`config.mk`:
```
export PLATFORM = sky130hd
export DESIGN_NAME = cmdwin_seq
export DESIGN_NICKNAME = d
export VERILOG_FILES = /design/src/rtl/cmdwin_pkg.sv /design/src/rtl/cmdwin_addr_gen.sv /design/src/rtl/cmdwin_poll_eval.sv /design/src/rtl/cmdwin_seq.sv
export SDC_FILE = /design/constraint.sdc
export NUM_CORES = 1
export LEC_CHECK = 0
export BUFFER_PORTS_ARGS = -buffer_cell sky130_fd_sc_hd__buf_4
export CORE_ASPECT_RATIO = 1.1
export CORE_MARGIN = 2
export CORE_UTILIZATION = 45
export CTS_BUF_LIST = sky130_fd_sc_hd__clkbuf_4 sky130_fd_sc_hd__clkbuf_8 sky130_fd_sc_hd__clkbuf_16
export DETAILED_ROUTE_END_ITERATION = 8
export GPL_TIMING_DRIVEN = 1
export PLACE_DENSITY_LB_ADDON = 0.15
export SKIP_LAST_GASP = 1
export SLEW_MARGIN = 20
export SYNTH_ARGS = -nofsm -noshare
export SYNTH_HDL_FRONTEND = slang
export SYNTH_SLANG_ARGS = --single-unit
```
`constraint.sdc`:
```
create_clock -name clk -period 7.4 [get_ports clk]
set_clock_uncertainty 0.1 [all_clocks]
set_input_delay 1.48 -clock clk [delete_from_list [all_inputs] [get_ports clk]]
set_output_delay 1.48 -clock clk [all_outputs]
set_load 0.1 [all_outputs]
```
`src/rtl/cmdwin_pkg.sv`:
```
package cmdwin_pkg;

    // Device word offsets: decoded by the device, so fixed.
    localparam logic [7:0] WOFS_PTR  = 8'h08;
    localparam logic [7:0] WOFS_CODE = 8'h40;
    localparam logic [7:0] WOFS_DATA = 8'h42;
    localparam logic [7:0] WOFS_ADDL = 8'h44;
    localparam logic [7:0] WOFS_ADDH = 8'h45;
    localparam logic [7:0] WOFS_CNTL = 8'h48;
    localparam logic [7:0] WOFS_CNTH = 8'h49;
    localparam logic [7:0] WOFS_EXEC = 8'h60;
    localparam logic [7:0] WOFS_STAT = 8'h66;

    localparam logic [15:0] OP_BUF_PROG = 16'h00E9;
    localparam logic [15:0] OP_BUF_OVR  = 16'h00EA;

    localparam logic [15:0] CFG_SEL     = 16'h8000;
    localparam logic [15:0] CFG_LOW     = 16'h0018;
    localparam logic [31:0] MR_OPEN     = 32'h0000_0001;
    localparam logic [31:0] MR_CLOSE    = 32'h0000_0002;
    localparam logic [15:0] TRIG_VALUE  = 16'h0001;

    localparam int          NUM_LOAD    = 6;
    localparam logic [2:0]  LAST_STEP   = 3'(NUM_LOAD - 1);

    typedef enum logic [3:0] {
        ST_IDLE, ST_OPEN_CFG, ST_OPEN_DAT, ST_LOAD, ST_PTR,
        ST_FILL, ST_TRIG, ST_POLL, ST_CLOSE_CFG, ST_CLOSE_DAT
    } cw_state_e;

    typedef enum logic [2:0] {
        AS_LOAD, AS_PTR, AS_FILL, AS_TRIG, AS_POLL
    } cw_access_e;

    function automatic logic [7:0] load_offset(input logic [2:0] step);
        case (step)
            3'd0:    return WOFS_CODE;
            3'd1:    return WOFS_DATA;
            3'd2:    return WOFS_ADDL;
            3'd3:    return WOFS_ADDH;
            3'd4:    return WOFS_CNTL;
            default: return WOFS_CNTH;
        endcase
    endfunction

    function automatic logic [31:0] mr_cfg_word(input logic pair);
        return pair ? {CFG_SEL, CFG_LOW} : {16'h0000, CFG_SEL | CFG_LOW};
    endfunction

endpackage

```
`src/rtl/cmdwin_addr_gen.sv`:
```
module cmdwin_addr_gen
    import cmdwin_pkg::*;
#(
    parameter int          AW       = 32,
    parameter logic [AW-1:0] WIN_BASE = '0
) (
    input  cw_access_e    access,
    input  logic [2:0]    step,
    input  logic          half,
    input  logic          pair,
    input  logic [15:0]   code,
    input  logic [31:0]   data,
    input  logic [31:0]   addr,
    input  logic [31:0]   count,
    input  logic [AW-1:0] ptr,
    input  logic [31:0]   idx,
    input  logic [15:0]   word,
    output logic [AW-1:0] bus_addr,
    output logic [15:0]   bus_wdata
);

    logic [7:0]    wofs;
    logic [AW-1:0] scaled;
    logic [AW-1:0] hoff;

    always_comb begin
        case (access)
            AS_LOAD: wofs = load_offset(step);
            AS_PTR:  wofs = WOFS_PTR;
            AS_TRIG: wofs = WOFS_EXEC;
            default: wofs = WOFS_STAT;
        endcase
        scaled = pair ? AW'({wofs, 2'b00}) : AW'({wofs, 1'b0});
        hoff   = half ? AW'(2) : '0;

        bus_addr  = WIN_BASE + scaled + hoff;
        bus_wdata = '0;
        case (access)
            AS_LOAD: begin
                case (step)
                    3'd0:    bus_wdata = code;
                    3'd1:    bus_wdata = half ? data[31:16] : data[15:0];
                    3'd2:    bus_wdata = addr[15:0];
                    3'd3:    bus_wdata = addr[31:16];
                    3'd4:    bus_wdata = count[15:0];
                    default: bus_wdata = count[31:16];
                endcase
            end
            AS_FILL: begin
                bus_addr  = WIN_BASE + ptr + AW'(idx);
                bus_wdata = word;
            end
            AS_TRIG: bus_wdata = TRIG_VALUE;
            default: bus_wdata = '0;
        endcase
    end

endmodule

```
`src/rtl/cmdwin_poll_eval.sv`:
```
module cmdwin_poll_eval #(
    parameter int LW = 16
) (
    input  logic          clk,
    input  logic          rst_n,
    input  logic          clear,
    input  logic          take_lo,
    input  logic          eval,
    input  logic [15:0]   rdata,
    input  logic          pair,
    input  logic [LW-1:0] limit,
    output logic          ready,
    output logic          last
);

    typedef struct packed {
        logic [15:0]   lo;
        logic [LW-1:0] cnt;
    } poll_t;

    poll_t q, d;
    logic [31:0]   assembled;
    logic [31:0]   mask;
    logic [LW-1:0] lim_eff;

    always_comb begin
        assembled = pair ? {rdata, q.lo} : {16'h0000, rdata};
        mask      = pair ? 32'h0080_0080 : 32'h0000_0080;
        ready     = (assembled & mask) == mask;
        lim_eff   = (limit == '0) ? LW'(1) : limit;
        last      = ((LW + 1)'(q.cnt) + (LW + 1)'(1)) >= {1'b0, lim_eff};

        d = q;
        if (clear) begin
            d.cnt = '0;
        end else if (eval) begin
            d.cnt = q.cnt + LW'(1);
        end
        if (take_lo) begin
            d.lo = rdata;
        end
    end

    always_ff @(posedge clk or negedge rst_n) begin
        if (!rst_n) q <= '0;
        else        q <= d;
    end

endmodule

```
`src/rtl/cmdwin_seq.sv`:
```
module cmdwin_seq
    import cmdwin_pkg::*;
#(
    parameter int            AW       = 32,
    parameter int            LW       = 16,
    parameter logic [AW-1:0] WIN_BASE = AW'(32'h0001_0000)
) (
    input  logic          clk,
    input  logic          rst_n,
    input  logic          start,
    input  logic          pair_mode,
    input  logic [15:0]   cmd_code,
    input  logic [31:0]   cmd_data,
    input  logic [31:0]   cmd_addr,
    input  logic [31:0]   cmd_count,
    input  logic [LW-1:0] poll_limit,
    input  logic          pay_valid,
    input  logic [15:0]   pay_data,
    output logic          pay_ready,
    output logic          bus_req,
    output logic          bus_we,
    output logic [AW-1:0] bus_addr,
    output logic [15:0]   bus_wdata,
    input  logic          bus_ack,
    input  logic [15:0]   bus_rdata,
    output logic          mr_req,
    output logic          mr_sel,
    output logic [31:0]   mr_wdata,
    input  logic          mr_ack,
    output logic          busy,
    output logic          done,
    output logic          error
);

    typedef struct packed {
        cw_state_e     st;
        logic [2:0]    step;
        logic          half;
        logic          pair;
        logic [15:0]   code;
        logic [31:0]   data;
        logic [31:0]   addr;
        logic [31:0]   count;
        logic [LW-1:0] limit;
        logic [AW-1:0] ptr;
        logic [31:0]   idx;
        logic          have;
        logic [15:0]   word;
        logic          err;
        logic          done;
    } seq_t;

    seq_t q, d;

    cw_access_e access;
    logic       is_buf;
    logic       last_half;
    logic       poll_clear, poll_take_lo, poll_eval;
    logic       poll_ready, poll_last;

    assign is_buf    = (q.code == OP_BUF_PROG) || (q.code == OP_BUF_OVR);
    assign last_half = !q.pair || q.half;

    always_comb begin
        case (q.st)
            ST_LOAD: access = AS_LOAD;
            ST_PTR:  access = AS_PTR;
            ST_FILL: access = AS_FILL;
            ST_TRIG: access = AS_TRIG;
            default: access = AS_POLL;
        endcase
    end

    cmdwin_addr_gen #(
        .AW       (AW),
        .WIN_BASE (WIN_BASE)
    ) u_addr (
        .access    (access),
        .step      (q.step),
        .half      (q.half),
        .pair      (q.pair),
        .code      (q.code),
        .data      (q.data),
        .addr      (q.addr),
        .count     (q.count),
        .ptr       (q.ptr),
        .idx       (q.idx),
        .word      (q.word),
        .bus_addr  (bus_addr),
        .bus_wdata (bus_wdata)
    );

    assign poll_clear   = (q.st == ST_TRIG) && bus_ack && last_half;
    assign poll_take_lo = (q.st == ST_POLL) && bus_ack && !last_half;
    assign poll_eval    = (q.st == ST_POLL) && bus_ack && last_half;

    cmdwin_poll_eval #(
        .LW (LW)
    ) u_poll (
        .clk     (clk),
        .rst_n   (rst_n),
        .clear   (poll_clear),
        .take_lo (poll_take_lo),
        .eval    (poll_eval),
        .rdata   (bus_rdata),
        .pair    (q.pair),
        .limit   (q.limit),
        .ready   (poll_ready),
        .last    (poll_last)
    );

    always_comb begin
        d      = q;
        d.done = 1'b0;
        unique case (q.st)
            ST_IDLE: begin
                if (start) begin
                    d.st    = ST_OPEN_CFG;
                    d.pair  = pair_mode;
                    d.code  = cmd_code;
                    d.data  = cmd_data;
                    d.addr  = cmd_addr;
                    d.count = cmd_count;
                    d.limit = poll_limit;
                    d.step  = '0;
                    d.half  = 1'b0;
                    d.have  = 1'b0;
                    d.err   = 1'b0;
                end
            end
            ST_OPEN_CFG: if (mr_ack) d.st = ST_OPEN_DAT;
            ST_OPEN_DAT: if (mr_ack) d.st = ST_LOAD;
            ST_LOAD: begin
                if (bus_ack) begin
                    if (!last_half) begin
                        d.half = 1'b1;
                    end else begin
                        d.half = 1'b0;
                        if (q.step == LAST_STEP) begin
                            d.step = '0;
                            d.st   = is_buf ? ST_PTR : ST_TRIG;
                        end else begin
                            d.step = q.step + 3'd1;
                        end
                    end
                end
            end
            ST_PTR: begin
                if (bus_ack) begin
                    d.ptr  = AW'(bus_rdata);
                    d.idx  = '0;
                    d.have = 1'b0;
                    d.st   = (q.count == '0) ? ST_TRIG : ST_FILL;
                end
            end
            ST_FILL: begin
                if (!q.have) begin
                    if (pay_valid) begin
                        d.have = 1'b1;
                        d.word = pay_data;
                    end
                end else if (bus_ack) begin
                    d.have = 1'b0;
                    d.idx  = q.idx + 32'd1;
                    if (q.idx + 32'd1 == q.count) d.st = ST_TRIG;
                end
            end
            ST_TRIG: begin
                if (bus_ack) begin
                    if (!last_half) begin
                        d.half = 1'b1;
                    end else begin
                        d.half = 1'b0;
                        d.st   = ST_POLL;
                    end
                end
            end
            ST_POLL: begin
                if (bus_ack) begin
                    if (!last_half) begin
                        d.half = 1'b1;
                    end else begin
                        d.half = 1'b0;
                        if (poll_ready) begin
                            d.st = ST_CLOSE_CFG;
                        end else if (poll_last) begin
                            d.err = 1'b1;
                            d.st  = ST_CLOSE_CFG;
                        end
                    end
                end
            end
            ST_CLOSE_CFG: if (mr_ack) d.st = ST_CLOSE_DAT;
            ST_CLOSE_DAT: begin
                if (mr_ack) begin
                    d.st   = ST_IDLE;
                    d.done = 1'b1;
                end
            end
            default: d.st = ST_IDLE;
        endcase
    end

    always_ff @(posedge clk or negedge rst_n) begin
        if (!rst_n) q <= '0;
        else        q <= d;
    end

    assign bus_req   = (q.st == ST_LOAD) || (q.st == ST_PTR) || (q.st == ST_TRIG) ||
                       (q.st == ST_POLL) || ((q.st == ST_FILL) && q.have);
    assign bus_we    = (q.st == ST_LOAD) || (q.st == ST_FILL) || (q.st == ST_TRIG);
    assign pay_ready = (q.st == ST_FILL) && !q.have;
    assign mr_req    = (q.st == ST_OPEN_CFG) || (q.st == ST_OPEN_DAT) ||
                       (q.st == ST_CLOSE_CFG) || (q.st == ST_CLOSE_DAT);
    assign mr_sel    = (q.st == ST_OPEN_DAT) || (q.st == ST_CLOSE_DAT);
    assign mr_wdata  = (q.st == ST_OPEN_DAT)  ? MR_OPEN  :
                       (q.st == ST_CLOSE_DAT) ? MR_CLOSE : mr_cfg_word(q.pair);
    assign busy      = (q.st != ST_IDLE);
    assign done      = q.done;
    assign error     = q.err;

endmodule

```
Yosys cells after proc, flatten, opt, wreduce, memory -nomap -nowiden. Cells that the tools add are included.

Flip-flop bits (word level): 236. Word-level logic and storage cells: 171.

Add/sub/neg operators: 8. Magnitude comparators: 1. Equal/unequal tests: 41. Muxes and demuxes: 58. Bitwise gates (word level): 2. Reductions and logical operators: 44.

Operators with widths (count): 32-bit 2-to-1 mux (6); 137-bit 2-to-1 mux (1); 16-bit case mux with 5 select lines (1); 33-bit 2-to-1 mux (2); 32-bit adder (2); 32-bit equality test (2); 16-bit 2-to-1 mux (4); 32-bit case mux with 2 select lines (1); 4-bit 2-to-1 mux (15); 16-bit case mux with 3 select lines (1); 4-bit case mux with 10 select lines (1); 2-bit != test, second input constant (18); 17-bit by 32-bit adder with 32-bit output, first input constant (1); 32-bit by 1-bit adder with 32-bit output, second input constant (1); 32-bit bitwise AND (1); 16-bit by 8-bit equality test with 1-bit output, second input constant (2); 32-bit zero test (1); 24-bit 2-to-1 mux (1); 7-bit case mux with 3 select lines (1); 4-bit case mux with 5 select lines (1); 17-bit by 16-bit adder with 18-bit output, first input constant (1); 16-bit by 1-bit adder with 17-bit output, second input constant (1); 17-bit by 16-bit >= comparator with 1-bit output (1); 17-bit 2-to-1 mux (1); 37 further kinds (87).

Longest topological paths before layout. Gate-level depths: netlist (run 1).

Depth after elaboration: 8. Depth in mapped cells: 14. Depth with buffers taken out: 14.

Cells and area by module. From an unflattened synthesis (run 1), not the netlist that was laid out.

Cells, all modules: 1537. Area, all modules: 14846.7 µm².

By module, submodules not included: cmdwin_seq (times used 1, cells an instance 817, area each 9625.5 µm², sequential area each 5104.9 µm²); cmdwin_addr_gen (times used 1, cells an instance 539, area each 3684.8 µm², sequential area each 0.0 µm²); cmdwin_poll_eval (times used 1, cells an instance 181, area each 1536.5 µm², sequential area each 425.4 µm²).

Worst setup path before layout (run 1). Ideal clock, no wire load.

Path type: reg2out. From: register q[19] in the netlist's numbering. To: output port bus_addr[20]. Arrival: 4.009 ns. Data required time: 5.820 ns. Slack: 1.811 ns. Stages on the path, launching flop included: 13. Path buffers: 1. Path through: dfrtp_1 -> ha_1 -> inv_1 -> fa_1 -> nor2b_1 -> o21a_1 -> o21ai_1 -> a21oi_1 -> o2111ai_1 -> and3_1 -> clkbuf_1 -> or4_1 -> a21oi_1.

Longest elaborated chain between the ends: 2.

RTL lines: start: declaration (RTL line cmdwin_seq.sv:53) `seq_t q, d;`; start signal: assignment (RTL line cmdwin_seq.sv:205) `if (!rst_n) q <= '0;`; start signal: assignment (RTL line cmdwin_seq.sv:206) `else q <= d;`; 32-bit adder (RTL line cmdwin_addr_gen.sv:50) `bus_addr = WIN_BASE + ptr + AW'(idx);`; 32-bit 2-to-1 mux (RTL line cmdwin_addr_gen.sv:38) `case (access)`; end: declaration (RTL line cmdwin_seq.sv:22) `output logic [AW-1:0] bus_addr,`.

No other way between the ends.

Final worst setup path (run 1). Ends and elaborated chain as after synthesis.

==> results of run 1 <==
power groups by stage:
stage	Combinational [uW]	Clock (uW)	Sequential [uW]
floorplan	2540	0	1960
global placement	3130	0	2230
detailed placement	3160	0	2240
CTS	3180	1280	2220
global route	3390	1320	2290
finish	3160	1250	2230
metrics by stage:
stage | cell area (sq um) | hold WS (ps) | setup slack (ps) | instances
floorplan | 13900 | 379 | 1810 | 1449
global placement | 15600 | 376 | 2560 | 1987
detailed placement | 15600 | 392 | 2430 | 1987
CTS | 16400 | 405 | 1860 | 2030
global route | 16400 | 419 | 1530 | 2030
finish | 16400 | 404 | 1880 | 2030
critical path, stage by stage, from the launching register on:
cell and delay [ps]:
dfrtp_1 480, ha_1 220, inv_1 60, fa_1 400, nor2b_1 140, o21a_1 150, o21ai_1 100, a21oi_1 230
o2111ai_1 320, and3_1 320, or4_1 510, a21oi_1 160, buf_4 320
logic make-up after synthesis:
family | count (synthesis)
compound gates | 293
xor+xnor | 83
fa+ha+maj | 38
buf+inv | 149
flops | 221
mux | 204
other cells | 1
simple gates | 435
final cells by class:
| type | instances | area [sq um] | area share |
|---|---|---|---|
| clock inverter | 8 | 65.1 | 0.00397 |
| inverter | 34 | 128 | 0.00778 |
| clock buffer | 35 | 751 | 0.0458 |
| tap | 414 | 518 | 0.0316 |
| sequential | 221 | 5530 | 0.337 |
| multi-input combinational | 1079 | 7610 | 0.464 |
| timing repair buffer | 239 | 1800 | 0.110 |
how the worst max path moves through the flow:
stage / startpoint / to / slack, ps
global route: q[215]$_DFFE_PN0P_ / bus_addr[5] / 1530
finish: q[19]$_DFFE_PN0P_ / bus_addr[20] / 1880
CTS: q[19]$_DFFE_PN0P_ / bus_addr[20] / 1860
global placement: q[19]$_DFFE_PN0P_ / bus_addr[20] / 2560
floorplan: q[19]$_DFFE_PN0P_ / bus_addr[20] / 1810
detailed placement: q[215]$_DFFE_PN0P_ / bus_addr[5] / 2430
placed cells by master, fill, tap and decap left out, drive strengths merged, types with 7 or more instances in the layout:
master  instances
mux2i          40
a21oi          59
o221ai          8
a21o            8
clkbuf         35
a221oi          9
and4           12
o21a            8
or4             7
clkinv          7
nand2         130
nor4           22
o21ai         103
inv            34
nand3          35
mux2          164
o211ai          9
and2           16
o31ai          27
nor2          107
and3           11
nand4          25
or3             7
xor2           42
a31oi          11
o22ai           8
conb           26
nand2b         13
xnor2          41
dfrtp         221
nor3           23
ha             37
a22o           12
buf           239
state kept, by name, indices dropped and copies added, names as in the netlist:
register and count:
done 1, error 1, q 202, u_poll.q 17
routing by layer:
metal | track usage | wire length, um | share of wire | up-vias
met1 | 0.332 | 17100 | 0.42 | 5541
met5 | 0 | 0 | 0 | -
met3 | 0.0509 | 2840 | 0.069 | 79
met2 | 0.425 | 20000 | 0.49 | 373
li1 | - | - | - | 5454
met4 | 0.0753 | 1210 | 0.029 | 0
==> flow_summary.json, run 1 <==
{
  "holdPathEnd": "q[173]$_DFFE_PN0P_",
  "synthArstFlopShare": 1.00,
  "synth_area_leader_cell": "dfrtp_1",
  "syn_avg_cell_area_sq_um": 9.69,
  "ys_top_cells_by_area": "dfrtp_1 40%, mux2_2 13%, o21ai_0 3.7%",
  "p_clk_frac": 0.188,
  "num_antenna_cells": 0,
  "critPathKind": "reg2out",
  "r2r.worst_path.cells": 14,
  "synth.top_cell.area_share": 0.401,
  "r2r_slack_ps": 3590,
  "p_per_area_nw_per_um2": 405,
  "fillCellCount": 2811,
  "antenna_left": 0,
  "via_count": 11400,
  "drive_above_1_share": 0.290,
  "p_seq_frac": 0.336,
  "synth_edf_count": 0,
  "area_growth_pct": 18.9,
  "ir_worst_vdd_mv": 0.371,
  "dieArea_sq_um": 32100,
  "cp-end-kind": "primary output",
  "power_leakage_uw": 0.00733,
  "grt_max_degree": 130,
  "first_pass_iters": 5,
  "final_max_slew_viol_count": 0,
  "start_util": 0.455,
  "synthAdderAreaFrac": 0.0350,
  "synth.distinct_cells": 77,
  "clock_sinks": 221,
  "grt_pass1_vias": 11100,
  "status": "finished, final reports clean",
  "design_power_total_uw": 6640,
  "ys_ff_latch": 221,
  "post_cts_buffers": 0,
  "power_switching_share": 0.465,
  "post-route-min-period_ps": 5520,
  "path_clk_slew_ps": 60,
  "synth_ff_type": "dfrtp_1",
  "synth_mux_area_frac": 0.163,
  "r2r_end": "q[219]$_DFFE_PN0P_",
  "required_ps": 5820,
  "hold_viol_final": 0,
  "worstPathArrival_ps": 3940,
  "final-setup-viol-count": 0,
  "rsz0062_at_grt": "false",
  "p_int_uw": 3550,
  "netlist_instances": 1424,
  "pin_count": 255,
  "antenna_found_initial": 0,
  "cts_buffer_depth": 3,
  "dp_hpwl_um": 30800,
  "max-slew-margin-rel": 0.312,
  "wl_per_cell_um": 20.3,
  "nNetsFinal": 1805,
  "grt_first_pass_wirelength_um": 63700,
  "hp-class": "reg2reg",
  "grt-ovfl-total": 0,
  "die_w_um": 171,
  "core-area_sq_um": 30300,
  "synthTopCellsByCount": "221 x dfrtp_1, 164 x mux2_2, 128 x nand2_1",
  "initialDrtViolationCount": 814,
  "grtUsageTotal": 0.254,
  "synth_compound_area_frac": 0.134,
  "gp_congestion": 0.913,
  "hp-start": "q[173]$_DFFE_PN0P_",
  "row_count": 67,
  "postCtsHoldBufs": 0,
  "cts_made_buffers": 25,
  "crit_fanout": 8,
  "cts_root_buf": "clkbuf_16",
  "routed_wl_um": 41100,
  "vias_per_cell": 5.64,
  "holdPathStages": 1,
  "switching_power_uw": 3090,
  "synth-simple-area-share": 0.159,
  "cts_tree": "built",
  "ctsResizeCount": 0,
  "htreeDepth": 1,
  "yosys_warnings": 0,
  "synth_xor_area_frac": 0.0527,
  "yosysMostFrequentCell": "dfrtp_1",
  "tns_ps": 0,
  "max_slew.worst_pin.slew_ps": 1030,
  "synth_top_family_by_area": "multiplexers",
  "start_kind": "register",
  "drc_errors": 0,
  "synth_area_sq_um": 13800,
  "combPwrFrac": 0.476,
  "max_cap_viol_count": 0,
  "seq_area_frac_synth": 0.401,
  "rr_startpoint": "u_poll.q[2]$_DFFE_PN0P_",
  "io_buffers": 228,
  "dieHeight_um": 188,
  "max_freq_ghz": 0.181,
  "fin_util": 0.541,
  "worst_skew_pair.late_latency_ps": 540,
  "post-route-period-util": 0.747
}
No activity file was read; power rests on OpenSTA's default activity.
==> run 2, diff against run 1 <==
clock period = 4.6 ns   (was 7.4 ns; I/O delays follow)
==> run 2 against run 1 <==
  * Sequential share of layout area down 0.72 points
  * Core utilization up 1.2 points
  * Critical path depth unchanged
  * Combinational power up 67%
  * Clock power up 74%
  * Routed wire length about the same
  * Die area unchanged
  * Final area up 2.3%
  * Critical path type unchanged
  * Largest cell class unchanged
  * Largest power group unchanged
  * Highest routed layer is now met5
==> flow_summary.json, run 2 (synthesis results as in run 1) <==
{
  "start_kind": "register",
  "hp-class": "in2async",
  "power_leakage_uw": 0.00747,
  "vias_per_cell": 5.60,
  "rsz0062_at_grt": "true",
  "first_pass_iters": 5,
  "post-route-min-period_ps": 4500,
  "met2_usage": 0.424,
  "routed_wl_um": 41100,
  "via_count": 11500,
  "fillCellCount": 2824,
  "path_common_cell": "a21oi_2",
  "dp_hpwl_um": 30700,
  "grt_max_degree": 121,
  "layout_common_cells": "252 x buf_4, 218 x dfrtp_1, 164 x mux2_2",
  "final-setup-viol-count": 0,
  "post-route-period-util": 0.979,
  "cts_tree": "built",
  "worstPathArrival_ps": 3480,
  "largest_reg_flops": 202,
  "max-slew-margin-rel": 0.281,
  "start_util": 0.455,
  "clock_sinks": 221,
  "cp-end-kind": "primary output",
  "slowest_stage": "or4_1",
  "die_w_um": 171,
  "drc_errors": 0,
  "grt_pass1_vias": 11300,
  "max_cap_viol_count": 0,
  "dieArea_sq_um": 32100,
  "crit_path_max_incr_delay_ps": 520,
  "postCtsHoldBufs": 0,
  "cts_root_buf": "clkbuf_16",
  "layout_commonest_cell": "buf_4",
  "cp_cell_sequence": "ha_1 -> inv_1 -> fa_2 -> nor2b_1 -> o21a_1 -> o21ai_2 -> a21oi_2 -> o2111ai_4 -> and3_4 -> or4_1 -> a21oi_2 -> buf_8",
  "cts_made_buffers": 26,
  "crit_fanout": 7,
  "wl_per_cell_um": 20.0,
  "row_count": 67,
  "p_per_area_nw_per_um2": 651,
  "hold_viol_final": 0,
  "top_usage_layer": "met2",
  "grt-ovfl-total": 0,
  "reg_top3": "q x202, u_poll.q x17",
  "max_freq_ghz": 0.222,
  "nNetsFinal": 1825,
  "ir_worst_vdd_mv": 0.539,
  "grtUsageMet3": 0.0547,
  "whs_ps": 397,
  "antenna_left": 0,
  "grtUsageTotal": 0.255,
  "gr-usage-met1": 0.332,
  "critPathKind": "reg2out",
  "pin_count": 255,
  "drive_above_1_share": 0.311,
  "gp_congestion": 0.929,
  "initialDrtViolationCount": 694,
  "area_growth_pct": 21.6,
  "cts_buffer_depth": 3,
  "worst_skew_pair.late_latency_ps": 540,
  "top_register": "q",
  "required_ps": 3580,
  "status": "finished, final reports clean",
  "path_clk_slew_ps": 60,
  "grt_first_pass_wirelength_um": 64200,
  "tns_ps": 0,
  "setup_slack_ps": 96.0,
  "htreeDepth": 1,
  "final_max_slew_viol_count": 0,
  "antenna_found_initial": 1,
  "dieHeight_um": 188,
  "core-area_sq_um": 30300,
  "io_buffers": 228,
  "num_antenna_cells": 0,
  "max_slew.worst_pin.slew_ps": 1080,
  "post-place-ws_ps": 272
}
run 2: cell type report:
type                       count  area, sq um  area share
clock buffer                  39          822      0.0490
tap                          414          518      0.0309
multi-input combinational   1079         7680       0.458
timing repair buffer         258         1990       0.119
clock inverter                 9          101     0.00604
sequential                   221         5530       0.330
inverter                      34          128     0.00761
run 2: layer usage:
metal,wire length [um],share of wire
met4,1330,0.032
met5,16,0.00039
met1,17000,0.41
met2,19700,0.48
met3,3040,0.074
run 2: per-stage QoR:
step / instances / utilization / power (uW) / area [sq um]
finish: 2054 / 0.553 / 10900 / 16800
global route: 2054 / 0.553 / 11500 / 16800
CTS: 2054 / 0.552 / 10900 / 16800
detailed placement: 2005 / 0.520 / 8720 / 15800
global placement: 2005 / 0.520 / 8630 / 15800
floorplan: 1449 / - / 7260 / 13900
run 2: path summary, 6_finish.rpt:
check	startpoint	end	slack, ps	cells past startpoint
min in group clk	q[171]$_DFFE_PN0P_	q[171]$_DFFE_PN0P_	400	1
min reg2reg	q[171]$_DFFE_PN0P_	q[171]$_DFFE_PN0P_	400	1
max reg2reg	u_poll.q[2]$_DFFE_PN0P_	q[219]$_DFFE_PN0P_	820	14
min	rst_n	q[193]$_DFFE_PN0P_	400	1
max in group asynchronous	rst_n	q[108]$_DFFE_PN0P_	3180	2
max	q[19]$_DFFE_PN0P_	bus_addr[20]	100	12
run 2: critical path, delay by kind of cell (launching register included):
family	cells	cell delay [ps]
buffers and inverters	2	290
flip-flops	1	360
adder cells (fa/ha/maj)	2	530
AND/OR/NAND/NOR	3	910
AO/OA/AOI/OAI	5	850
run 2: timing repair:
item                                   in CTS  in global routing
endpoints found under the hold margin       0                  0
setup endpoints to repair                   6                 15
resized for setup                          11                  7
pin swaps                                   2                  2
buffers inserted                            1                  0
run 2: report_power, final:
group | switching (uW) | internal (uW)
Clock | 837 | 1340
Sequential | 769 | 2710
Combinational | 3360 | 1900
==> run 3, diff against run 2 <==
CELL_PAD_IN_SITES_DETAIL_PLACEMENT = 2   (was not set)
CELL_PAD_IN_SITES_GLOBAL_PLACEMENT = 2   (was not set)
CORE_UTILIZATION = 32   (was 45)
clock period = 3.9 ns   (was 4.6 ns; I/O delays follow)
==> run 3 against run 2 <==
  * Final area is 7.7% higher
  * First-iteration DRC count down 34%
  * Flip-flop and latch count stayed put
  * The run now ends with setup timing left
  * Critical path type unchanged
  * Routed wire length is 29% higher
  * Via count increased by 5.0%
  * Clock power is 21% higher
  * Worst setup slack lost 400 ps
  * Core utilization shrank 13 points
  * Global-route usage down 2.1 points
  * Power rose by 25%
==> flow_summary.json, run 3 (synthesis results as in run 1) <==
{
  "antenna_left": 0,
  "final_cell_area_sq_um": 18100,
  "largest_reg_flops": 202,
  "via_count": 12100,
  "dieHeight_um": 222,
  "grt_first_pass_wirelength_um": 81800,
  "crit_fanout": 6,
  "violations": "setup timing",
  "drc_errors": 0,
  "fillCellCount": 4502,
  "grtUsageTotal": 0.234,
  "dieArea_sq_um": 44800,
  "placed_area_sq_um": 16400,
  "drive_above_1_share": 0.374,
  "core-area_sq_um": 42400,
  "cts_tree": "built",
  "start_kind": "register",
  "layout_common_cells": "274 x buf_4, 214 x dfrtp_1, 164 x mux2_2",
  "design_power_total_uw": 13600,
  "path_clk_slew_ps": 60,
  "cp-end-kind": "primary output",
  "required_ps": 3020,
  "reg_top3": "q x202, u_poll.q x17",
  "wl_per_cell_um": 23.5,
  "max-slew-margin-rel": 0.424,
  "cts_made_buffers": 28,
  "cts_buffer_depth": 3,
  "grt-ovfl-total": 0,
  "grt_pass1_vias": 13500,
  "post-route-period-util": 1.08,
  "layout_commonest_cell": "buf_4",
  "clock_sinks": 221,
  "antenna_found_initial": 5,
  "multi_input_area_sq_um": 8060,
  "final_max_slew_viol_count": 0,
  "top_register": "q",
  "hp-class": "in2async",
  "start_util": 0.325,
  "post-route-min-period_ps": 4200,
  "die_w_um": 202,
  "row_count": 79,
  "critPathKind": "reg2out",
  "rsz0062_at_grt": "true",
  "vias_per_cell": 5.34,
  "p_per_area_nw_per_um2": 754,
  "max_cap_viol_count": 0,
  "pin_count": 255,
  "worstPathArrival_ps": 3320,
  "initialDrtViolationCount": 455,
  "htreeDepth": 1,
  "cts_root_buf": "clkbuf_16",
  "r2r_end": "q[219]$_DFFE_PN0P_",
  "dp_hpwl_um": 40300,
  "grt_max_degree": 93,
  "r2r_slack_ps": 290,
  "max_freq_ghz": 0.238,
  "ir_worst_vdd_mv": 0.537,
  "power_leakage_uw": 0.00786,
  "worst_skew_pair.late_latency_ps": 590,
  "io_buffers": 228,
  "routed_wl_um": 53100,
  "postCtsHoldBufs": 0,
  "hold_viol_final": 0,
  "nNetsFinal": 1879,
  "seq_area_sq_um": 5540,
  "setup_slack_ps": -303,
  "r2r.worst_path.cells": 14,
  "rr_startpoint": "u_poll.q[3]$_DFFE_PN0P_",
  "final-setup-viol-count": 19,
  "max_slew.worst_pin.slew_ps": 862,
  "area_growth_pct": 31.0,
  "gp_congestion": 0.848,
  "status": "finished, violations left",
  "first_pass_iters": 4
}
## run 3: worst max-delay path by stage
stage | from | end | slack, ps | cells past startpoint
after global routing | q[51]$_DFFE_PN0P_ | bus_addr[24] | -450 | 12
final | q[51]$_DFFE_PN0P_ | bus_addr[24] | -300 | 12
after global placement | q[19]$_DFFE_PN0P_ | bus_addr[20] | -20 | 12
after floorplan | q[19]$_DFFE_PN0P_ | bus_addr[20] | -280 | 12
after CTS | q[51]$_DFFE_PN0P_ | bus_addr[26] | -350 | 12
after detailed placement | q[19]$_DFFE_PN0P_ | bus_addr[20] | -40 | 12
## run 3: repair_timing
action                     in CTS  in global routing
setup endpoints to repair      27                 33
gates resized for setup       101                 36
cloned                          0                  0
buffers inserted               11                  9
pin swaps                      16                 22
## run 3: area by class of cell
class	count	share of cell area
multi-input cells	1079	0.446
flip-flops and latches	221	0.307
diodes	2	0.000277
repair buffers	310	0.148
clock inverters	8	0.00513
well taps	567	0.0393
inverters	34	0.00707
clock buffers	41	0.0470
## run 3: power breakdown
part | total (uW) | internal [uW] | switching, uW
clock | 2640 | 1570 | 1070
combinational | 6790 | 2480 | 4300
sequential | 4190 | 3200 | 993
## run 3: routing by layer
layer	vias up	track usage	routed length, um
li1	5591	-	-
met1	6197	0.286	22200
met2	209	0.417	27000
met3	79	0.0484	2450
met4	6	0.0629	1400
met5	-	0	32
## run 3: stage by stage
step	util	TNS (ps)	cells	hold slack (ps)	worst slack, ps
after floorplan	-	-622	1449	379	-284
after global placement	0.387	-16.9	2191	387	-16.9
final	0.426	-2290	2262	109	-303
after CTS	0.420	-3020	2251	120	-353
after global routing	0.426	-5630	2261	135	-449
after detailed placement	0.387	-42.4	2191	398	-42.4
## run 3: worst max-delay path, cell delays in order, from the launching register on
cell and delay (ps):
dfrtp_1 390, ha_4 160, inv_2 40, fa_2 340, nor2b_1 130, o21a_1 160, o21ai_2 90, a21oi_2 220
o2111ai_2 190, and3_4 230, or3_4 410, mux2i_4 200, buf_12 190
